$ cat config.mk
export PLATFORM = sky130hd
export DESIGN_NAME = usec_tick_counter
export DESIGN_NICKNAME = d
export VERILOG_FILES = /design/src/rtl/usec_tick_pkg.sv /design/src/rtl/usec_tick_ratio_reg.sv /design/src/rtl/usec_tick_accum.sv /design/src/rtl/usec_tick_count.sv /design/src/rtl/usec_tick_counter.sv
export SDC_FILE = /design/constraint.sdc
export NUM_CORES = 1
export LEC_CHECK = 0
export ABC_CLOCK_PERIOD_IN_PS = 3400
export CAP_MARGIN = 20
export CORE_MARGIN = 10
export CORE_UTILIZATION = 30
export DETAILED_ROUTE_END_ITERATION = 16
export SETUP_SLACK_MARGIN = 0.1
export SYNTH_ARGS = -nofsm -noshare
export SYNTH_HDL_FRONTEND = slang
export SYNTH_SLANG_ARGS = --single-unit
export TNS_END_PERCENT = 10
$ cat constraint.sdc
create_clock -name clk -period 3.4 [get_ports clk]
set_clock_uncertainty 0.1 [all_clocks]
set_input_delay 0.68 -clock clk [delete_from_list [all_inputs] [get_ports clk]]
set_output_delay 0.68 -clock clk [all_outputs]
set_load 0.02 [all_outputs]
$ cat src/rtl/usec_tick_pkg.sv
package usec_tick_pkg;

    localparam int FIELD_W = 8;
    localparam int BUS_W   = 32;
    localparam int ACC_W   = FIELD_W + 2;
    localparam int OFS_COUNT = 0;
    localparam int OFS_RATIO = 4;

    typedef struct packed {
        logic [FIELD_W-1:0] m_m1;
        logic [FIELD_W-1:0] n_m1;
    } ratio_t;

    function automatic ratio_t ratio_for_osc(input logic [1:0] code);
        ratio_t r;
        case (code)
            2'd0:    r = '{m_m1: 8'd0, n_m1: 8'd12};
            2'd1:    r = '{m_m1: 8'd4, n_m1: 8'd95};
            2'd2:    r = '{m_m1: 8'd0, n_m1: 8'd11};
            default: r = '{m_m1: 8'd0, n_m1: 8'd25};
        endcase
        return r;
    endfunction

endpackage

$ cat src/rtl/usec_tick_ratio_reg.sv
module usec_tick_ratio_reg
    import usec_tick_pkg::*;
(
    input  logic                 clk,
    input  logic                 rst,
    input  logic [1:0]           osc_code,
    input  logic                 wr,
    input  logic [2*FIELD_W-1:0] wdata,
    output ratio_t               ratio_q
);

    always_ff @(posedge clk) begin
        if (rst)
            ratio_q <= ratio_for_osc(osc_code);
        else if (wr)
            ratio_q <= ratio_t'(wdata);
    end

    // ratio only moves on a decoded write
    a_r8_ratio_hold: assert property (@(posedge clk) disable iff (rst)
        !wr |=> $stable(ratio_q));

endmodule

$ cat src/rtl/usec_tick_accum.sv
module usec_tick_accum
    import usec_tick_pkg::*;
(
    input  logic   clk,
    input  logic   rst,
    input  logic   clr,
    input  ratio_t ratio,
    output logic   tick_q
);

    logic [ACC_W-1:0] acc_q;
    logic [ACC_W-1:0] m_v;
    logic [ACC_W-1:0] n_v;
    logic [ACC_W-1:0] sum;

    always_comb begin
        m_v = ACC_W'(ratio.m_m1) + ACC_W'(1);
        n_v = ACC_W'(ratio.n_m1) + ACC_W'(1);
        sum = acc_q + m_v;
    end

    always_ff @(posedge clk) begin
        if (rst || clr) begin
            acc_q  <= '0;
            tick_q <= 1'b0;
        end else if (m_v >= n_v) begin
            acc_q  <= '0;
            tick_q <= 1'b1;
        end else if (sum >= n_v) begin
            acc_q  <= sum - n_v;
            tick_q <= 1'b1;
        end else begin
            acc_q  <= sum;
            tick_q <= 1'b0;
        end
    end

    // remainder stays below the divisor
    a_r3_acc_below_n: assert property (@(posedge clk) disable iff (rst)
        (!clr && m_v < n_v) |=> acc_q < $past(n_v));

    // clearing suppresses the tick
    a_r5_clear_no_tick: assert property (@(posedge clk) disable iff (rst)
        clr |=> !tick_q);

    // ratio at or above one ticks every cycle
    a_r9_saturate: assert property (@(posedge clk) disable iff (rst)
        (!clr && m_v >= n_v) |=> tick_q);

endmodule

$ cat src/rtl/usec_tick_count.sv
module usec_tick_count #(
    parameter int COUNT_W = 32
) (
    input  logic               clk,
    input  logic               rst,
    input  logic               inc,
    output logic [COUNT_W-1:0] count_q
);

    always_ff @(posedge clk) begin
        if (rst)
            count_q <= '0;
        else if (inc)
            count_q <= count_q + COUNT_W'(1);
    end

    // one step per tick
    a_r6_step: assert property (@(posedge clk) disable iff (rst)
        inc |=> count_q == $past(count_q) + COUNT_W'(1));

    // hold without a tick
    a_r6_hold: assert property (@(posedge clk) disable iff (rst)
        !inc |=> $stable(count_q));

endmodule

$ cat src/rtl/usec_tick_counter.sv
module usec_tick_counter
    import usec_tick_pkg::*;
#(
    parameter int COUNT_W = 32,
    parameter int ADDR_W  = 4
) (
    input  logic              clk,
    input  logic              rst,
    input  logic [1:0]        osc_code,
    input  logic [ADDR_W-1:0] bus_addr,
    input  logic              bus_wr,
    input  logic [BUS_W-1:0]  bus_wdata,
    output logic [BUS_W-1:0]  bus_rdata,
    output logic              tick_o
);

    localparam logic [ADDR_W-1:0] A_COUNT = ADDR_W'(OFS_COUNT);
    localparam logic [ADDR_W-1:0] A_RATIO = ADDR_W'(OFS_RATIO);

    ratio_t             ratio;
    logic               ratio_wr;
    logic               tick;
    logic [COUNT_W-1:0] count;

    assign ratio_wr = bus_wr && (bus_addr == A_RATIO);

    usec_tick_ratio_reg u_ratio (
        .clk      (clk),
        .rst      (rst),
        .osc_code (osc_code),
        .wr       (ratio_wr),
        .wdata    (bus_wdata[2*FIELD_W-1:0]),
        .ratio_q  (ratio)
    );

    usec_tick_accum u_accum (
        .clk    (clk),
        .rst    (rst),
        .clr    (ratio_wr),
        .ratio  (ratio),
        .tick_q (tick)
    );

    usec_tick_count #(.COUNT_W(COUNT_W)) u_count (
        .clk     (clk),
        .rst     (rst),
        .inc     (tick),
        .count_q (count)
    );

    assign tick_o = tick;

    always_comb begin
        bus_rdata = '0;
        if (bus_addr == A_COUNT)
            bus_rdata = BUS_W'(count);
        else if (bus_addr == A_RATIO)
            bus_rdata = BUS_W'(ratio);
    end

endmodule

# Word-level counts from Yosys, hierarchy flattened
# Cells that the tools add are included.
totals:
  out_inout_bits: 33
  word_cells: 29
  regBits: 59
classes:
  muxes: 8
  n_addsub: 5
  n_eq_ne: 3
  n_lt_le_gt_ge: 2
  n_reduce_logical: 6
ops:
  columns: ["cell", "count"]
  rows:
  - ["$mux W16", 3]
  - ["$pmux W11 S3", 1]
  - ["$add A32 B1 Y32 const B", 1]
  - ["$mux W32", 1]
  - ["$ge A10 B10 Y1", 2]
  - ["$add A8 B1 Y9 const B", 2]
  - ["$add A10 B10 Y10", 1]
  - ["$mux W10", 1]
  - ["$sub A10 B10 Y10", 1]
  - ["$eq A4 B3 Y1 const B", 1]
  - ["$logic_not A4 Y1", 1]
  - ["$eq A2 B1 Y1 const B", 1]
  - ["$eq A2 B2 Y1 const B", 1]
  - ["$logic_not A2 Y1", 1]
  - ["$mux W1", 2]
  - ["$reduce_bool A2 Y1", 1]
  - ["$reduce_or A2 Y1", 1]
  - ["$logic_and A1 B1 Y1", 1]
  - ["$logic_or A1 B1 Y1", 1]

# Depth between registers and ports, before layout
depth:
  depth_word: 5
  depth_mapped: 18
  ltp_nobuf: 17

# Modules after synthesis
# From an unflattened synthesis, not the netlist that was laid out.
hier_totals:
  cells_unflattened: 496
  hier_area_um2: 4434.3
modules_own_cells:
  columns: ["module", "area_each_um2", "seq_area_each_um2", "instances", "cells_each"]
  rows:
  - ["usec_tick_accum", 1756.7, 220.2, 1, 207]
  - ["usec_tick_count", 1564.0, 640.6, 1, 181]
  - ["usec_tick_ratio_reg", 715.7, 480.5, 1, 51]
  - ["usec_tick_counter", 397.9, 0.0, 1, 57]

# Least setup slack after synthesis
# OpenSTA, ideal clock, no wires.
synth_path:
  kind: "register to register"
  from: "register u_ratio.ratio_q[8] (netlist name)"
  to: "register u_accum.tick_q"
  slack_ps: -290
  t_required_ps: 3160
  path_stages_with_launch: 17
  t_arrival_ps: 3450
  path_buffers: 1
  cell_sequence: "edfxtp_1 > ha_1 > nand3_1 > nor2_1 > xor2_1 > ha_1 > or2_2 > o31a_1 > o21a_1 > xnor2_1 > ha_1 > or2_2 > a311oi_1 > a21oi_2 > buf_6 > a21oi_1 > nor2_1"
synth_via:
  elab_chain_len: 5
synth_lines:
  columns: ["item", "line", "rtl"]
  rows:
  - ["from (decl)", "usec_tick_ratio_reg.sv:9", "output ratio_t ratio_q"]
  - ["from (signal assigned)", "usec_tick_ratio_reg.sv:14", "ratio_q <= ratio_for_osc(osc_code);"]
  - ["from (signal assigned)", "usec_tick_ratio_reg.sv:16", "ratio_q <= ratio_t'(wdata);"]
  - ["$add A8 B1 Y9 (*)", "usec_tick_accum.sv:17", "m_v = ACC_W'(ratio.m_m1) + ACC_W'(1);"]
  - ["$add A10 B10 Y10", "usec_tick_accum.sv:19", "sum = acc_q + m_v;"]
  - ["$ge A10 B10 Y1", "usec_tick_accum.sv:29", "end else if (sum >= n_v) begin"]
  - ["$mux W1", "usec_tick_accum.sv:29", null]
  - ["$mux W1 (*)", "usec_tick_accum.sv:26", "end else if (m_v >= n_v) begin"]
  - ["to (signal assigned)", "usec_tick_accum.sv:25", "tick_q <= 1'b0;"]
  - ["to (signal assigned)", "usec_tick_accum.sv:28", "tick_q <= 1'b1;"]
  - ["to (signal assigned)", "usec_tick_accum.sv:31", "tick_q <= 1'b1;"]
  - ["to (decl)", "usec_tick_accum.sv:8", "output logic tick_q"]
# Every way passes the cells marked *; elsewhere a longest branch is shown, timed or not.
# A chain may end at the register's enable or synchronous reset.

# Worst setup path in the final report
layout_path:
  from: "register u_ratio.ratio_q[8] (netlist name)"
  to: "register u_accum.acc_q[8]"
layout_via:
  elab_chain_len: 4
layout_lines:
  columns: ["item", "line", "rtl"]
  rows:
  - ["$add A8 B1 Y9 (*)", "usec_tick_accum.sv:17", null]
  - ["$add A10 B10 Y10", "usec_tick_accum.sv:19", null]
  - ["$sub A10 B10 Y10 / $ge A10 B10 Y1 (equally long branches)", "usec_tick_accum.sv:30, usec_tick_accum.sv:29", null]
  - ["$mux W10", "usec_tick_accum.sv:29", null]
  - ["to (signal assigned)", "usec_tick_accum.sv:30", "acc_q <= sum - n_v;"]
  - ["to (signal assigned)", "usec_tick_accum.sv:33", "acc_q <= sum;"]
  - ["to (decl)", "usec_tick_accum.sv:11", "logic [ACC_W-1:0] acc_q;"]
# Marked as above.

==> results summary <==
The count of vias placed by the detailed router is 3,899. The max capacitance violation total is 0. After global routing the overflow that remains totals 0. Counting both buffers and inverters, the worst setup path holds a total of 4. The achievable frequency is 0.271 GHz.

The HPWL after detailed placement is 9270 um. The worst setup path is captured at a flop. The number of global-route vias before repair was 3,926.

Across every metal layer, demand over resource in global routing totals 11.7%. The register bit count reported by yosys is 59. The vertical extent of the die is 139 um. The critical path class is reg2reg.

The highest fanout seen on the critical path is 5. The tree is rooted in a clkbuf_16. The clock buffer count from CTS came out at 9. The largest single stage delay on the critical path is 0.42 ns. For this configuration, the core starts out at a cell density of 30.5%. The checks that failed: setup timing.

The via count normalized by instance count came out at 4.88. Subtracting the final worst setup slack from the clock period gives 3.69 ns. The synthesized area per cell came out at 8.82 um2.

The yosys synthesis warning count came out at 0. The insertion delay to the later sink of the worst-skew pair is 0.33 ns. Counting stages on the worst path, the most repeated cell is buf_4. For this run, the leading register cell type out of synthesis is dfxtp_1. The worst hold margin is 0.415 ns. The core region is 13,800 um2. In this run the register-to-register setup slack is -0.29 ns. The horizontal die dimension came out at 139 um. The number of design-rule violations left by the first detailed-router iteration is 192. The final-report hold violation count came out at 0. In this run, post-CTS hold repair placed 0 buffers. The wire length per cell after detailed routing came out at 14.7 um. The TritonCTS clock tree is done.

The remaining routing DRC violations came out at 0. The number of antenna diodes in the final layout is 0. The total count of max-transition violations in the final report came out at 0. The clock net in this run drives a total of 59 sinks. The total leakage power is 2.88 nW.

The fraction of registers with async set or reset after synthesis is 0%. The initial antenna violation count came out at 0. The smallest setup slack after layout came out at -0.293 ns. The run finished, with violations left. For the worst setup path, the data arrival time is 3.87 ns.

Once layout is complete, the utilization of the core stands at 44.5%. The critical-path cell with the highest stage delay is edfxtp_1. The accumulated negative setup slack came out at -2.67 ns. After clock tree synthesis, the clock-pin slew on the worst setup and hold paths is 0.05 ns.

The number of routed nets with antenna violations came out at 0. The first-pass iteration count of the detailed router came out at 4. In this design, the largest share of critical-path delay is due to compound AO/OA/AOI/OAI gates. Across the VDD grid, the largest voltage drop is 0.355 mV.

Data on the critical path is required at its endpoint by 3.57 ns. Excluding fillers, the count of instances in the completed layout stands at 799. The sum of routed wire length over all layers came out at 11,800 um. Timing analysis after detailed placement gives a worst setup slack of -0.389 ns. The post-synthesis instance total came out at 479. At the end of routability-driven placement, the weighted congestion stood at 0.906. The share of the Yosys chip area taken by registers is 31.8%. The share of layout cells above drive strength 1 is 24.4%. The signal on the critical path passes through buf_4 > nand3_1 > xnor2_2 > buf_4 > ha_1 > buf_4 > xnor2_2 > ha_1 > o21a_1 > or2_2 > a41o_1 > a311oi_2 > a21oi_4 > buf_4 > a311o_1 > nand2_1. The count of port buffers added during placement is 57.

The synthesized design contains 16 enable-type register cells. The top-level port count is 74. Setup violations remaining at the end of the flow were counted as 11. The remaining max-slew budget at the tightest pin came out at 65.8%. The kind of start point of the critical path is a flop.

No sink is reached through more buffers than the 2 on the longest clock path. The total placed cells including tap cells came out at 772. The maximum number of pins on one net before global-route repair is 50. The total number of H-tree levels is 3. The path class of the tightest hold or removal check is reg2reg. The number of rows created at floorplan came out at 43. The die covers 19,200 um2. The first global-routing pass estimated 19,100 um of wire. The number of nets produced by synthesis came out at 558. The count of distinct cell types in the synthesized netlist came out at 61. From synthesis to final layout, the design area changed by 45.9%.

The final net count is 693. Setup repair after global routing could not meet its margin everywhere. The cell area after synthesis is 4220 um2. The final clock period utilization by the worst path is 109%. The power per unit of standard cell area came out at 672 nW/um2. The pin slew with the least headroom to its limit came out at 0.513 ns.
## cell usage after synthesis (12+ instances only)
cell	number	share of area [%]
nor2_1	58	5.2
nand4_1	12	1.8
nor2b_1	13	1.9
nand2_1	34	3.0
a22o_1	16	3.3
o21ai_0	12	1.4
a21oi_1	17	2.0
nand3_1	16	1.9
ha_1	36	11
edfxtp_1	16	11
inv_1	22	2.0
dfxtp_1	43	20
xor2_1	29	6.0
and2_1	18	2.7
xnor2_1	20	4.1
## layout make-up
type                            count  area (um2)
Inverter                           22        82.6
Multi-Input combinational cell    384        3020
Clock inverter                      4        23.8
Timing Repair Buffer              138        1210
Clock buffer                       12         258
Tap cell                          180         225
Sequential cell                    59        1340
Fill cell                        1317        7670
## power breakdown
group	leakage [nW]	internal (mW)	switching [mW]
clock	0.141	0.535	0.327
combinational	2.23	1.29	1.13
sequential	0.505	0.797	0.0664
total	2.88	2.62	1.52
## worst register-to-register path, cell delays in order, from the launching register on
cell      delay [ns]
edfxtp_1        0.42
buf_4           0.16
nand3_1         0.12
xnor2_2         0.18
buf_4           0.15
ha_1            0.30
buf_4           0.16
xnor2_2         0.19
ha_1            0.29
o21a_1          0.14
or2_2           0.30
a41o_1          0.25
a311oi_2        0.32
a21oi_4         0.11
buf_4           0.16
a311o_1         0.26
nand2_1         0.06
## routing by layer
layer / wire length (um) / vias up / global-route usage (%)
li1: - / 1980 / -
met1: 5470 / 1841 / 14.2
met2: 5740 / 67 / 19.8
met3: 401 / 11 / 3.18
met4: 140 / 0 / 3.19
met5: 0 / - / 0
## sequential cells by signal, summed over array words and instances (netlist names)
register,flops
u_accum.acc_q,10
u_accum.tick_q,1
u_ratio.ratio_q,16
u_count.count_q,32
## repair_timing
item / 4_1_cts / 5_1_grt
resized for setup: 26 / 33
setup buffers: 9 / 2
endpoints found under the hold margin: 0 / 0
endpoints found under the setup margin: 25 / 29
pin swaps: 7 / 12
## per-stage QoR
stage,area (um2),power [mW]
global route,6160,4.42
global placement,5600,3.02
floorplan,4320,2.24
detailed placement,5600,3.08
CTS,5990,4.02
finish,6160,4.14
## worst paths after layout
kind              cells past startpoint                 from                   to
hold / removal                        2  u_count.count_q[31]  u_count.count_q[31]
hold reg to reg                       2  u_count.count_q[31]  u_count.count_q[31]
setup / recovery                     16   u_ratio.ratio_q[8]     u_accum.acc_q[8]
setup reg to reg                     16   u_ratio.ratio_q[8]     u_accum.acc_q[8]
## logic make-up after synthesis
logic type / Yosys count / share of synthesized area (%)
multiplexers: 13 / 3.20
AO/OA/AOI/OAI: 86 / 15.2
AND/OR/NAND/NOR: 197 / 24.1
XOR/XNOR: 50 / 10.7
adder cells (fa/ha/maj): 38 / 11.6
buffers and inverters: 36 / 3.41
flip-flops: 59 / 31.8
## cells in the final DEF, fill, tap and decap left out, types with 4 or more instances in the layout
cell type | synthesis | final
a211o_1 | 4 | 4
a21o_1 | 4 | 4
a21oi_1 | 17 | 14
a22o_1 | 16 | 16
and2_1 | 18 | 18
and3_1 | 9 | 9
and4_1 | 5 | 4
buf_4 | 0 | 79
clkbuf_16 | 0 | 10
clkdlybuf4s50_1 | 0 | 26
dfxtp_1 | 43 | 43
dlygate4sd2_1 | 0 | 14
dlymetal6s2s_1 | 0 | 16
edfxtp_1 | 16 | 16
ha_1 | 36 | 30
ha_4 | 0 | 5
inv_1 | 22 | 21
mux2_2 | 4 | 4
mux2i_1 | 9 | 8
nand2_1 | 34 | 33
nand3_1 | 16 | 15
nand4_1 | 12 | 12
nor2_1 | 58 | 55
nor2b_1 | 13 | 13
nor3_1 | 6 | 6
o21a_1 | 4 | 4
o21ai_0 | 12 | 12
or3_1 | 5 | 5
xnor2_1 | 20 | 15
xnor2_2 | 0 | 4
xor2_1 | 29 | 27
Note: power is estimated with default switching activity, not from simulation.
